**config.mk**
```make
export PLATFORM = sky130hd
export DESIGN_NAME = mst_arbiter
export DESIGN_NICKNAME = d
export VERILOG_FILES = /design/src/rtl/arb_pkg.sv /design/src/rtl/arb_burst_track.sv /design/src/rtl/arb_split_mask.sv /design/src/rtl/arb_prio_pick.sv /design/src/rtl/mst_arbiter.sv
export SDC_FILE = /design/constraint.sdc
export NUM_CORES = 1
export LEC_CHECK = 0
export BUFFER_PORTS_ARGS = -buffer_cell sky130_fd_sc_hd__buf_2
export CORE_UTILIZATION = 50
export CTS_BUF_LIST = sky130_fd_sc_hd__clkbuf_16
export DETAILED_ROUTE_END_ITERATION = 8
export GPL_TIMING_DRIVEN = 1
export PLACE_DENSITY = 0.76
export SLEW_MARGIN = 10
export SYNTH_ARGS = -nofsm -noshare
export SYNTH_HDL_FRONTEND = slang
export SYNTH_SLANG_ARGS = --single-unit
```
**constraint.sdc**
```tcl
create_clock -name clk -period 8.2 [get_ports clk]
set_clock_uncertainty 0.1 [all_clocks]
set_input_delay 0.41 -clock clk [delete_from_list [all_inputs] [get_ports clk]]
set_output_delay 0.41 -clock clk [all_outputs]
set_load 0.005 [all_outputs]
```
**src/rtl/arb_pkg.sv**
```systemverilog
package arb_pkg;

  typedef enum logic [1:0] {
    TR_IDLE   = 2'b00,
    TR_BUSY   = 2'b01,
    TR_NONSEQ = 2'b10,
    TR_SEQ    = 2'b11
  } trans_t;

  typedef enum logic [2:0] {
    BU_SINGLE = 3'b000,
    BU_INCR   = 3'b001,
    BU_WRAP4  = 3'b010,
    BU_INCR4  = 3'b011,
    BU_WRAP8  = 3'b100,
    BU_INCR8  = 3'b101,
    BU_WRAP16 = 3'b110,
    BU_INCR16 = 3'b111
  } burst_t;

  typedef enum logic [1:0] {
    RS_OKAY  = 2'b00,
    RS_ERROR = 2'b01,
    RS_RETRY = 2'b10,
    RS_SPLIT = 2'b11
  } resp_t;

  localparam int MAX_BEATS = 16;

  // Number of beats of a fixed-length burst, 0 when the length is open.
  function automatic logic [4:0] burst_beats(input logic [2:0] b);
    case (burst_t'(b))
      BU_WRAP4,  BU_INCR4:  burst_beats = 5'd4;
      BU_WRAP8,  BU_INCR8:  burst_beats = 5'd8;
      BU_WRAP16, BU_INCR16: burst_beats = 5'd16;
      default:              burst_beats = 5'd0;
    endcase
  endfunction

endpackage

```
**src/rtl/arb_burst_track.sv**
```systemverilog
module arb_burst_track
  import arb_pkg::*;
#(
  parameter int CNT_W = 4
) (
  input  logic             clk,
  input  logic             rst,
  input  logic             ready,
  input  logic [1:0]       trans,
  input  logic [2:0]       burst,
  input  logic [1:0]       resp,
  output logic [CNT_W-1:0] left_q,
  output logic             hold_nxt
);

  logic [CNT_W-1:0] left_d;
  logic [4:0]       beats;

  always_comb begin
    left_d = left_q;
    beats  = burst_beats(burst);
    if (ready) begin
      if (resp == RS_SPLIT || resp == RS_RETRY) begin
        left_d = '0;
      end else begin
        case (trans_t'(trans))
          TR_IDLE:   left_d = '0;
          TR_BUSY:   left_d = left_q;
          TR_NONSEQ: left_d = (beats == 5'd0) ? '0 : CNT_W'(beats - 5'd1);
          TR_SEQ:    if (left_q != '0) left_d = left_q - CNT_W'(1);
          default:   left_d = left_q;
        endcase
      end
    end
  end

  assign hold_nxt = (left_d != '0);

  always_ff @(posedge clk) begin
    if (rst) left_q <= '0;
    else     left_q <= left_d;
  end

  // BUSY neither counts a beat nor releases the hold
  p_busy_keeps_r6: assert property (@(posedge clk) disable iff (rst)
    (ready && trans == TR_BUSY && resp != RS_SPLIT && resp != RS_RETRY) |=> $stable(left_q));

  // an IDLE transfer ends a fixed burst immediately
  p_idle_ends_r7: assert property (@(posedge clk) disable iff (rst)
    (ready && trans == TR_IDLE) |=> (left_q == '0));

endmodule

```
**src/rtl/arb_split_mask.sv**
```systemverilog
module arb_split_mask
  import arb_pkg::*;
#(
  parameter int N  = 16,
  parameter int IW = 4
) (
  input  logic          clk,
  input  logic          rst,
  input  logic          ready,
  input  logic [1:0]    resp,
  input  logic [IW-1:0] data_owner,
  input  logic [N-1:0]  rel,
  output logic [N-1:0]  mask_q,
  output logic [N-1:0]  set_vec
);

  localparam logic [N-1:0] ONE = {{(N-1){1'b0}}, 1'b1};

  assign set_vec = (ready && resp == RS_SPLIT) ? (ONE << data_owner) : '0;

  always_ff @(posedge clk) begin
    if (rst) mask_q <= '0;
    else     mask_q <= (mask_q & ~rel) | set_vec;
  end

  // a split response masks the master whose data phase took it
  p_split_sets_r9: assert property (@(posedge clk) disable iff (rst)
    (ready && resp == RS_SPLIT) |=> mask_q[$past(data_owner)]);

  // a release without a same-cycle split clears the bit
  p_release_clears_r10: assert property (@(posedge clk) disable iff (rst)
    (rel != '0) |=> ((mask_q & $past(rel & ~set_vec)) == '0));

endmodule

```
**src/rtl/arb_prio_pick.sv**
```systemverilog
module arb_prio_pick #(
  parameter int N  = 16,
  parameter int IW = 4
) (
  input  logic [N-1:0]  elig,
  output logic [IW-1:0] idx,
  output logic [N-1:0]  onehot
);

  localparam logic [N-1:0] ONE = {{(N-1){1'b0}}, 1'b1};

  // Scan from the highest index down so the lowest eligible one wins.
  always_comb begin
    idx = '0;
    for (int i = N - 1; i >= 0; i--) begin
      if (elig[i]) idx = IW'(i);
    end
  end

  assign onehot = (elig == '0) ? ONE : (elig & (~elig + ONE));

endmodule

```
**src/rtl/mst_arbiter.sv**
```systemverilog
module mst_arbiter
  import arb_pkg::*;
#(
  parameter  int NUM_MST = 16,
  localparam int IDX_W   = (NUM_MST > 1) ? $clog2(NUM_MST) : 1,
  localparam int CNT_W   = $clog2(MAX_BEATS)
) (
  input  logic               clk,
  input  logic               rst,
  input  logic [NUM_MST-1:0] req,
  input  logic [NUM_MST-1:0] lock_req,
  input  logic [1:0]         trans,
  input  logic [2:0]         burst,
  input  logic [1:0]         resp,
  input  logic               ready,
  input  logic [NUM_MST-1:0] split_rel,
  output logic [NUM_MST-1:0] grant,
  output logic [IDX_W-1:0]   owner,
  output logic [IDX_W-1:0]   data_owner,
  output logic               mst_locked
);

  localparam logic [NUM_MST-1:0] ONE = {{(NUM_MST-1){1'b0}}, 1'b1};

  logic [CNT_W-1:0]   left_q;
  logic               burst_hold;
  logic [NUM_MST-1:0] mask_q;
  logic [NUM_MST-1:0] set_vec;
  logic [NUM_MST-1:0] elig;
  logic [IDX_W-1:0]   pick_idx;
  logic [NUM_MST-1:0] pick_oh;
  logic               lock_keep;
  logic               hold;
  logic [IDX_W-1:0]   nxt_owner;
  logic [NUM_MST-1:0] nxt_grant;

  arb_burst_track #(.CNT_W(CNT_W)) u_burst (
    .clk      (clk),
    .rst      (rst),
    .ready    (ready),
    .trans    (trans),
    .burst    (burst),
    .resp     (resp),
    .left_q   (left_q),
    .hold_nxt (burst_hold)
  );

  arb_split_mask #(.N(NUM_MST), .IW(IDX_W)) u_mask (
    .clk        (clk),
    .rst        (rst),
    .ready      (ready),
    .resp       (resp),
    .data_owner (data_owner),
    .rel        (split_rel),
    .mask_q     (mask_q),
    .set_vec    (set_vec)
  );

  assign elig = req & ~mask_q & ~set_vec;

  arb_prio_pick #(.N(NUM_MST), .IW(IDX_W)) u_pick (
    .elig   (elig),
    .idx    (pick_idx),
    .onehot (pick_oh)
  );

  assign lock_keep = lock_req[owner] && !set_vec[owner] && !mask_q[owner];
  assign hold      = burst_hold || lock_keep;
  assign nxt_owner = hold ? owner : pick_idx;
  assign nxt_grant = hold ? grant : pick_oh;

  always_ff @(posedge clk) begin
    if (rst) begin
      owner      <= '0;
      grant      <= ONE;
      data_owner <= '0;
      mst_locked <= 1'b0;
    end else if (ready) begin
      owner      <= nxt_owner;
      grant      <= nxt_grant;
      data_owner <= owner;
      mst_locked <= lock_req[nxt_owner];
    end
  end

  // the grant register agrees with the owner register
  p_grant_match_r3: assert property (@(posedge clk) disable iff (rst)
    grant == (ONE << owner));

  // nothing moves while the bus is stalled
  p_stall_hold_r4: assert property (@(posedge clk) disable iff (rst)
    !ready |=> ($stable(owner) && $stable(data_owner) && $stable(mst_locked)));

  // the data-phase index trails the owner by one transfer
  p_data_lag_r5: assert property (@(posedge clk) disable iff (rst)
    ready |=> (data_owner == $past(owner)));

  // mid-burst SEQ beats keep the owner
  p_burst_hold_r6: assert property (@(posedge clk) disable iff (rst)
    (ready && trans == TR_SEQ && left_q > CNT_W'(1) &&
     resp != RS_SPLIT && resp != RS_RETRY) |=> $stable(owner));

  // a locked owner is not displaced
  p_lock_hold_r8: assert property (@(posedge clk) disable iff (rst)
    (ready && lock_req[owner] && !mask_q[owner] && resp != RS_SPLIT) |=> $stable(owner));

  // a masked master never wins arbitration while another path exists
  p_no_masked_win_r9: assert property (@(posedge clk) disable iff (rst)
    (ready && !hold && elig != '0) |=> !mask_q[owner]);

endmodule

```
==> impl_metrics.env, run 1 <==
export IMPL_wire_per_inst_um=16.44
export IMPL_relSlewSlack_pct=42.10
export IMPL_cts_hold_buffers_added=0
export IMPL_crit_family="compound AO/OA/AOI/OAI gates"
export IMPL_core_area_um2=6026
export IMPL_maxSlewViolCount=0
export IMPL_diodes=0
export IMPL_path_class="reg2reg"
export IMPL_netlist_cell_type_count=69
export IMPL_path_cells="nand4b_1, o21ai_0, o21ai_0, a2111oi_0, a21o_1, mux2_4, a2111o_1, a221oi_2, o31ai_2"
export IMPL_io_pins=83
export IMPL_fin_area_um2=3706
export IMPL_synth_ff_type="dfxtp_1"
export IMPL_cp_common_cell="o21ai_0"
export IMPL_drcViolationCount=0
export IMPL_routed_wirelength_mm=9.024
export IMPL_num_fill_cells=599
export IMPL_p_leak_nw=1.508
export IMPL_worstSetupEndpointType="flop"
export IMPL_overflow=0
export IMPL_power_density_nw_per_um2=146.0
export IMPL_grtUsageMet3_pct=4.556
export IMPL_required_ps=8270
export IMPL_track_usage_pct=27.83
export IMPL_tns_ps=0
export IMPL_dp_hpwl_mm=6.679
export IMPL_status="complete, no violations"
export IMPL_busiest_layer="met2"
export IMPL_start_util_pct=52.99
export IMPL_area_delta_synth_final_pct=16.07
export IMPL_max_freq_ghz=0.2621
export IMPL_grtUsageMet2_pct=46.36
export IMPL_seq_area_frac_synth_pct=28.21
export IMPL_htree_levels=2
export IMPL_vias=3382
export IMPL_cts_resized=0
export IMPL_cp_data_arrival_time_ps=3880
export IMPL_cts_tree="yes"
export IMPL_period_needed_ps=3815
export IMPL_gp_congestion=0.9521
export IMPL_hold_class="in2reg"
export IMPL_startpoint="data_owner[2]$_SDFFE_PP0P_"
export IMPL_rsz0062_at_grt="false"
export IMPL_setup_viol=0
export IMPL_slowest_delay_ps=730
export IMPL_grt_pass1_wl_mm=14.35
export IMPL_max_slew_worst_pin_slew_ps=864.4
export IMPL_die_h_um=81.92
export IMPL_worstSkewPairLatency_ps=290
export IMPL_cts_buffers_inserted=5
export IMPL_vdd_ir_drop_max_mv=0.1026
export IMPL_firstDrtPassIters=5
export IMPL_synth_nets=466
export IMPL_nets=533
export IMPL_syn_inst=406
export IMPL_reg2reg_from="data_owner[2]$_SDFFE_PP0P_"
export IMPL_io_buffers=81
export IMPL_grt_pass1_vias=3003
export IMPL_die_area_um2=6710
export IMPL_cts_sinks=45
export IMPL_die_x_um=81.92
export IMPL_use_met1_pct=36.31
export IMPL_clkTransAtPathRegs_ps=60
export IMPL_root_buffer="clkbuf_16"
export IMPL_drtIter0Drc=220
export IMPL_hold_viol=0
export IMPL_grt_max_degree=44
export IMPL_antenna_found_initial=0
export IMPL_drive_above_1_share_pct=23.21
export IMPL_syn_cell_area_um2=3193
export IMPL_postSynth_asyncResetShare_pct=0
export IMPL_min_from="split_rel[0]"
export IMPL_synth_edf_count=0
export IMPL_period_share_pct=46.53
export IMPL_placed_area_um2=3563
export IMPL_syn_avg_cell_area_um2=7.865
export IMPL_crit_slowest_cell="dfxtp_1"
export IMPL_drv_cap=0
export IMPL_drtAntennaViolNets=0
export IMPL_clk_path_buf_depth=2
export IMPL_crit_buf_inv=0
export IMPL_yosysWarningCount=0
export IMPL_cp_max_fo=15
export IMPL_synth_seq_cells=45
export IMPL_cp_start_kind="flop"
export IMPL_cts_setup_buffers=0
export IMPL_rows=28
export IMPL_via_per_inst=6.160
-- synthesized netlist by cell type (3+ instances only) --
master	instances	area, um^2
buf_4	3	22.52
buf_2	7	35.03
nor2b_1	29	181.4
a31oi_1	5	31.28
o32ai_1	4	35.03
nand4b_1	6	52.55
buf_6	4	45.04
o21a_1	5	37.54
dfxtp_1	45	900.9
a21oi_1	41	205.2
a311oi_1	3	26.28
o21ai_0	6	30.03
and2_1	4	25.02
a21boi_0	3	22.52
nand4bb_1	3	33.78
or3_1	3	18.77
nor2_1	52	195.2
o31ai_1	3	22.52
nor3_1	8	40.04
a32oi_1	3	26.28
nand2b_1	10	62.56
or4_1	3	22.52
inv_1	11	41.29
nand4_1	8	50.05
mux2i_1	15	150.1
o21ai_1	9	45.04
nand2_1	30	112.6
nand3b_1	4	30.03
o211ai_1	4	30.03
clkbuf_1	5	18.77
nand3_1	12	60.06
and4b_1	4	40.04
-- worst reg2reg max path: stages (launching register included) --
cell and delay (ps):
dfxtp_1 730, nand4b_1 190, o21ai_0 430, o21ai_0 150
a2111oi_0 420, a21o_1 480, mux2_4 350, a2111o_1 420
a221oi_2 310, o31ai_2 110
-- metal layers --
metal	part of all wire (%)	wire length, um	vias up
met5	0	0	-
met2	46	4139	146
li1	-	-	1640
met1	45	4059	1582
met4	1.3	118	0
met3	7.8	706	14
-- per-stage QoR --
| step | util, % | instances | hold slack, ps | setup WS, ps | power (mW) |
|---|---|---|---|---|---|
| 2_1_floorplan | - | 406 | 348.2 | 5117 | 0.3099 |
| 3_3_place_gp | 59.14 | 541 | 338.2 | 4331 | 0.3436 |
| 3_5_place_dp | 59.14 | 541 | 342.6 | 4292 | 0.3449 |
| 4_1_cts | 61.50 | 549 | 274.3 | 4440 | 0.5414 |
| 5_1_grt | 61.50 | 549 | 296.8 | 4122 | 0.5656 |
| 6_report | 61.50 | 549 | 280.9 | 4385 | 0.5409 |
-- logic make-up (layout without fill, tap and decap cells) --
group / after synthesis / in the layout / share of synthesized area, %
fa+ha+maj: 2 / 2 / 0.7836
buf+inv: 32 / 100 / 5.329
compound gates: 111 / 111 / 22.92
flops: 45 / 45 / 28.21
mux: 20 / 20 / 7.288
simple gates: 196 / 196 / 35.46
-- area by class of cell --
| cell class | instances | area (um^2) | area share, % |
|---|---|---|---|
| multi-input cells | 329 | 2122 | 57.26 |
| flip-flops and latches | 45 | 900.9 | 24.31 |
| repair buffers | 81 | 405.4 | 10.94 |
| clock buffers | 5 | 125.1 | 3.376 |
| well taps | 75 | 93.84 | 2.532 |
| inverters | 11 | 41.29 | 1.114 |
| clock inverters | 3 | 17.52 | 0.4727 |
-- layout by cell type, fill, tap and decap left out, types with 3 or more instances in the layout --
cell type  instances
nor2b_1           29
o211ai_1           4
or4_1              3
nand3_1           12
o31ai_1            3
mux2i_1           15
nor3_1             8
and2_1             4
a32oi_1            3
nand3b_1           4
dfxtp_1           45
nand2b_1          10
and4b_1            4
nor2_1            52
buf_2             81
o21ai_1            9
a21boi_0           3
a21oi_1           41
a311oi_1           3
inv_1             11
a31oi_1            5
nand4_1            8
o32ai_1            4
nand4b_1           6
or3_1              3
o21ai_0            6
nand2_1           30
o21a_1             5
nand4bb_1          3
clkbuf_16          5
-- worst paths after layout --
| check | end | slack (ps) | depth (start not counted) |
|---|---|---|---|
| max | mst_locked$_SDFFE_PP0P_ | 4380 | 9 |
| max reg2reg | mst_locked$_SDFFE_PP0P_ | 4380 | 9 |
| min reg2reg | grant[7]$_SDFFE_PP0P_ | 350 | 2 |
| min | u_mask.mask_q[0]$_SDFF_PP0_ | 280 | 3 |
-- state kept, by name, summed over array words and instances, names as in the netlist --
register,flops
data_owner,4
grant,16
mst_locked,1
owner,4
u_burst.left_q,4
u_mask.mask_q,16
-- where the power goes --
group,switching (mW),internal [mW],total [mW]
Sequential,0.00780,0.223,0.230
Combinational,0.0657,0.0465,0.112
Clock,0.0866,0.112,0.198
Total,0.160,0.381,0.541
No activity file was read; power rests on OpenSTA's default activity.
==> run 2: changes to the inputs <==
==> constraint.sdc (replaced) <==
create_clock -name clk -period 3.6 [get_ports clk]
set_clock_uncertainty 0.1 [all_clocks]
set_input_delay 0.18 -clock clk [delete_from_list [all_inputs] [get_ports clk]]
set_output_delay 0.18 -clock clk [all_outputs]
set_load 0.005 [all_outputs]
==> run 2 against run 1 <==
Setup slack worse by 4200 ps. Worst hold slack worse by 230 ps. Maximum frequency up 13%. First-iteration DRC count up 47%. Wire length up 0.61%. Non-clock buffer count up 10. Final area up 1.9%. Critical path depth unchanged. Combinational power up 140%. Highest routed layer unchanged.
==> impl_metrics.env, run 2 (synthesis gave the netlist of run 1 again) <==
export IMPL_status="complete, no violations"
export IMPL_dp_worst_setup_slack_ps=332.7
export IMPL_reg2reg_from="data_owner[1]$_SDFFE_PP0P_"
export IMPL_nets=543
export IMPL_fin_cells=559
export IMPL_holdPathEnd="u_mask.mask_q[0]$_SDFF_PP0_"
export IMPL_placed_area_um2=3638
export IMPL_max_slew_worst_pin_slew_ps=815.1
export IMPL_fin_area_um2=3776
export IMPL_required_ps=3660
export IMPL_cp_max_fo=15
export IMPL_clk_path_buf_depth=2
export IMPL_regToRegSetupSlack_ps=230
export IMPL_root_buffer="clkbuf_16"
export IMPL_die_area_um2=6710
export IMPL_layout_common_cells="buf_2 (81), nor2_1 (52), dfxtp_1 (45)"
export IMPL_rows=28
export IMPL_vdd_ir_drop_max_mv=0.1949
export IMPL_fin_util_pct=62.67
export IMPL_track_usage_pct=27.91
export IMPL_relSlewSlack_pct=45.66
export IMPL_cts_sinks=45
export IMPL_cts_hold_buffers_added=0
export IMPL_path_class="reg2reg"
export IMPL_reg_top3="grant (16), u_mask.mask_q (16)"
export IMPL_drtAntennaViolNets=0
export IMPL_startpoint="data_owner[1]$_SDFFE_PP0P_"
export IMPL_grt_pass1_vias=3040
export IMPL_cts_buffers_inserted=5
export IMPL_drive_above_1_share_pct=24.38
export IMPL_antenna_found_initial=0
export IMPL_dp_hpwl_mm=6.792
export IMPL_cts_setup_buffers=0
export IMPL_vias=3405
export IMPL_grt_max_degree=44
export IMPL_cts_tree="yes"
export IMPL_worstReg2RegEnd="mst_locked$_SDFFE_PP0P_"
export IMPL_max_freq_ghz=0.2970
export IMPL_diodes=0
export IMPL_cts_resized=0
export IMPL_total_power_mw=1.238
export IMPL_min_from="split_rel[0]"
export IMPL_via_per_inst=6.091
export IMPL_worstHoldPathCells=3
export IMPL_gp_congestion=0.9456
export IMPL_maxSlewViolCount=0
export IMPL_firstDrtPassIters=4
export IMPL_final_common_cell="buf_2"
export IMPL_cp_start_kind="flop"
export IMPL_p_leak_nw=1.556
export IMPL_setup_viol=0
export IMPL_hold_class="in2reg"
export IMPL_core_area_um2=6026
export IMPL_period_share_pct=93.54
export IMPL_r2r_cells=9
export IMPL_htree_levels=2
export IMPL_area_delta_synth_final_pct=18.26
export IMPL_hold_ws_ps=50.61
export IMPL_worstSetupEndpointType="flop"
export IMPL_grt_pass1_wl_mm=14.32
export IMPL_cp_data_arrival_time_ps=3430
export IMPL_wire_per_inst_um=16.24
export IMPL_clkTransAtPathRegs_ps=60
export IMPL_io_pins=83
export IMPL_overflow=0
export IMPL_power_density_nw_per_um2=328.0
export IMPL_period_needed_ps=3367
export IMPL_die_x_um=81.92
export IMPL_hold_viol=0
export IMPL_dp_cells=551
export IMPL_worstSkewPairLatency_ps=280
export IMPL_drtIter0Drc=324
export IMPL_die_h_um=81.92
export IMPL_io_buffers=81
export IMPL_routed_wirelength_mm=9.079
export IMPL_drcViolationCount=0
export IMPL_num_fill_cells=572
export IMPL_start_util_pct=52.99
export IMPL_worst_slack_ps=232.6
export IMPL_rsz0062_at_grt="false"
export IMPL_tns_ps=0
export IMPL_drv_cap=0
[run 2: cell types whose count changed in the layout (fill, tap and decap cells not counted)]
cell        change
buf_4          +10
clkinv_1        +2
clkinv_2        -1
clkinvlp_4      -1
[run 2: final cells by class]
cell class              count  area [um^2]  share of cell area [%]
multi-input cells         329         2122                   56.20
flip-flops and latches     45        900.9                   23.86
repair buffers             91        480.5                   12.72
clock buffers               5        125.1                   3.313
well taps                  75        93.84                   2.485
inverters                  11        41.29                   1.093
clock inverters             3        12.51                  0.3313
[run 2: layer usage]
metal	vias to the layer above	GRT usage, %	share of wire [%]
li1	1659	-	-
met1	1572	38.32	46
met2	154	43.97	44
met3	20	5.111	8.2
met4	0	8.596	2.1
met5	-	0	0
[run 2: how the worst max path moves through the flow]
stage                              endpoint  slack [ps]  depth (start not counted)
CTS                 mst_locked$_SDFFE_PP0P_         310                          9
floorplan           mst_locked$_SDFFE_PP0P_         520                         11
detailed placement    grant[3]$_SDFFE_PP0P_         330                         12
global route        mst_locked$_SDFFE_PP0P_          80                          9
finish              mst_locked$_SDFFE_PP0P_         230                          9
global placement    mst_locked$_SDFFE_PP0P_         380                          9
[run 2: worst max-delay path, stage by stage, from the launching register on]
cell and delay [ps]:
dfxtp_1 660, nand4b_1 280, o21ai_1 430, nand4_1 150, o221ai_1 270, a31oi_1 300
buf_4 260, a2111o_1 370, a221oi_2 310, o31ai_2 110
[run 2: report_power, final]
part           switching, mW  total [mW]  internal, mW  leakage (nW)
combinational          0.156       0.272         0.116          1.12
sequential            0.0163       0.523         0.507         0.363
clock                  0.192       0.443         0.251        0.0687
total                  0.364        1.24         0.875          1.56
==> run 3: changes to the inputs <==
--- a/config.mk
+++ b/config.mk
@@ -6,11 +6,12 @@
 export NUM_CORES = 1
 export LEC_CHECK = 0
 export BUFFER_PORTS_ARGS = -buffer_cell sky130_fd_sc_hd__buf_2
-export CORE_UTILIZATION = 50
+export CORE_UTILIZATION = 54
 export CTS_BUF_LIST = sky130_fd_sc_hd__clkbuf_16
 export DETAILED_ROUTE_END_ITERATION = 8
 export GPL_TIMING_DRIVEN = 1
-export PLACE_DENSITY = 0.76
+export PLACE_DENSITY = 0.81
+export RECOVER_POWER = 100
 export SLEW_MARGIN = 10
 export SYNTH_ARGS = -nofsm -noshare
 export SYNTH_HDL_FRONTEND = slang
==> run 3 against run 2 <==
Power up 5.9%. Worst hold slack got worse by 2.3 ps. Setup slack worse by 77 ps. Sequential power hardly changed. Cell count down 1.1%. Final area decreased by 0.13%. Flip-flop and latch count unchanged. Wire length up 2.9%. Core utilization rose by 4.6 points. First-iteration DRC count is 26% higher. Critical path depth shrank 1.
==> impl_metrics.env, run 3 (synthesis gave the netlist of run 1 again) <==
export IMPL_status="complete, no violations"
export IMPL_worstSkewPairLatency_ps=290
export IMPL_drive_above_1_share_pct=23.08
export IMPL_track_usage_pct=30.39
export IMPL_maxSlewViolCount=0
export IMPL_setup_viol=0
export IMPL_wl_met2_mm=4.239
export IMPL_period_needed_ps=3445
export IMPL_layout_common_cells="buf_2 (78), nor2_1 (51), dfxtp_1 (45)"
export IMPL_gp_congestion=0.9334
export IMPL_via_per_inst=6.273
export IMPL_routed_wirelength_mm=9.341
export IMPL_relSlewSlack_pct=41.67
export IMPL_clkTransAtPathRegs_ps=60
export IMPL_final_common_cell="buf_2"
export IMPL_required_ps=3710
export IMPL_cp_max_fo=15
export IMPL_cp_data_arrival_time_ps=3560
export IMPL_hold_viol=0
export IMPL_io_pins=83
export IMPL_io_buffers=81
export IMPL_drtIter0Drc=407
export IMPL_area_delta_synth_final_pct=18.10
export IMPL_regToRegSetupSlack_ps=160
export IMPL_grt_pass1_wl_mm=14.75
export IMPL_met3_wirelength_um=966
export IMPL_clk_path_buf_depth=2
export IMPL_nets=540
export IMPL_route_top_layer_used="met4"
export IMPL_placed_area_um2=3605
export IMPL_cts_sinks=45
export IMPL_die_h_um=78.90
export IMPL_die_x_um=78.90
export IMPL_drtAntennaViolNets=0
export IMPL_max_freq_ghz=0.2903
export IMPL_vias=3469
export IMPL_cp_common_cell="a21oi_1"
export IMPL_crit_slowest_cell="or4b_2"
export IMPL_overflow=0
export IMPL_wire_per_inst_um=16.89
export IMPL_slowest_delay_ps=750
export IMPL_vdd_ir_drop_max_mv=0.2226
export IMPL_met1_length_mm=3.959
export IMPL_max_slew_worst_pin_slew_ps=873.8
export IMPL_power_density_nw_per_um2=347.8
export IMPL_drcViolationCount=0
export IMPL_tns_ps=0
export IMPL_rsz0062_at_grt="false"
export IMPL_rows=27
export IMPL_worstSetupEndpointType="flop"
export IMPL_root_buffer="clkbuf_16"
export IMPL_htree_levels=2
export IMPL_grt_pass1_vias=3050
export IMPL_antenna_found_initial=0
export IMPL_core_area_um2=5608
export IMPL_p_leak_nw=1.547
export IMPL_path_cells="and4b_1, a21oi_1, a32oi_1, a221oi_1, a21oi_2, nand3_2, or4b_2, a21oi_1"
export IMPL_fin_area_um2=3771
export IMPL_reg_top3="grant (16), u_mask.mask_q (16)"
export IMPL_cts_buffers_inserted=5
export IMPL_hold_class="in2reg"
export IMPL_diodes=0
export IMPL_dp_hpwl_mm=6.748
export IMPL_drv_cap=0
export IMPL_cts_tree="yes"
export IMPL_cp_start_kind="flop"
export IMPL_period_share_pct=95.69
export IMPL_grt_max_degree=44
export IMPL_firstDrtPassIters=5
export IMPL_fin_util_pct=67.25
export IMPL_start_util_pct=56.94
export IMPL_die_area_um2=6224
export IMPL_path_class="reg2reg"
-- run 3: changes by cell type in the layout (fill, tap and decap cells not counted) --
cell and change:
clkbuf_2 +1, nor2_1 -1, nor2_2 +1, and4bb_2 -2, buf_4 -4, clkinv_2 -1, and4bb_1 +2, clkbuf_1 +3
bufinv_16 +1, buf_2 -3, inv_1 +1, clkinv_1 -1
-- run 3: final cells by class --
| class | instances | area [um^2] |
|---|---|---|
| clock buffer | 5 | 125.1 |
| timing repair buffer | 88 | 451.7 |
| inverter | 11 | 41.29 |
| clock inverter | 3 | 37.54 |
| tap | 72 | 90.09 |
| fill | 530 | 1837 |
| sequential | 45 | 900.9 |
| multi-input combinational | 329 | 2125 |
-- run 3: critical path, delay by kind of cell (launching register included) --
family	cells	cell delay (ps)
and+or+nand+nor	3	1550
AOI/OAI and AO/OA	5	980
DFF	1	720
-- run 3: layer usage --
| metal | track usage [%] | vias to the layer above |
|---|---|---|
| met5 | 0 | - |
| met4 | 8.545 | 0 |
| met3 | 6.437 | 22 |
| met2 | 47.65 | 226 |
| met1 | 41.99 | 1571 |
| li1 | - | 1650 |
-- run 3: path summary, 6_finish.rpt --
path | startpoint | to | cells after the start
worst max-delay path | data_owner[2]$_SDFFE_PP0P_ | grant[11]$_SDFFE_PP0P_ | 8
worst min-delay path | split_rel[0] | u_mask.mask_q[0]$_SDFF_PP0_ | 3
worst max register to register | data_owner[2]$_SDFFE_PP0P_ | grant[11]$_SDFFE_PP0P_ | 8
worst min register to register | grant[7]$_SDFFE_PP0P_ | grant[7]$_SDFFE_PP0P_ | 2
-- run 3: report_power, final --
group	total (mW)	switching [mW]	leakage, nW	internal, mW
clock	0.518	0.195	0.0826	0.323
sequential	0.526	0.0195	0.363	0.507
combinational	0.267	0.156	1.10	0.112
total	1.31	0.370	1.55	0.942
-- run 3: metrics by stage --
stage                     setup WS (ps)  total power [mW]  std cells  hold WS (ps)
after floorplan                   523.6            0.7059        406         260.8
after global placement            378.7            0.7874        544         337.6
after detailed placement          282.7            0.7934        544         339.7
after CTS                         245.0             1.303        552         51.40
after global routing              20.60             1.357        553         62.83
final                             155.3             1.312        553         48.28
-- run 3: what timing repair did --
item                                    in CTS  in global routing
hold buffers                                 0                  0
endpoints found under the setup margin       0                  2
setup buffers                                0                  1
gates resized for setup                      0                  1
endpoints found under the hold margin        0                  0
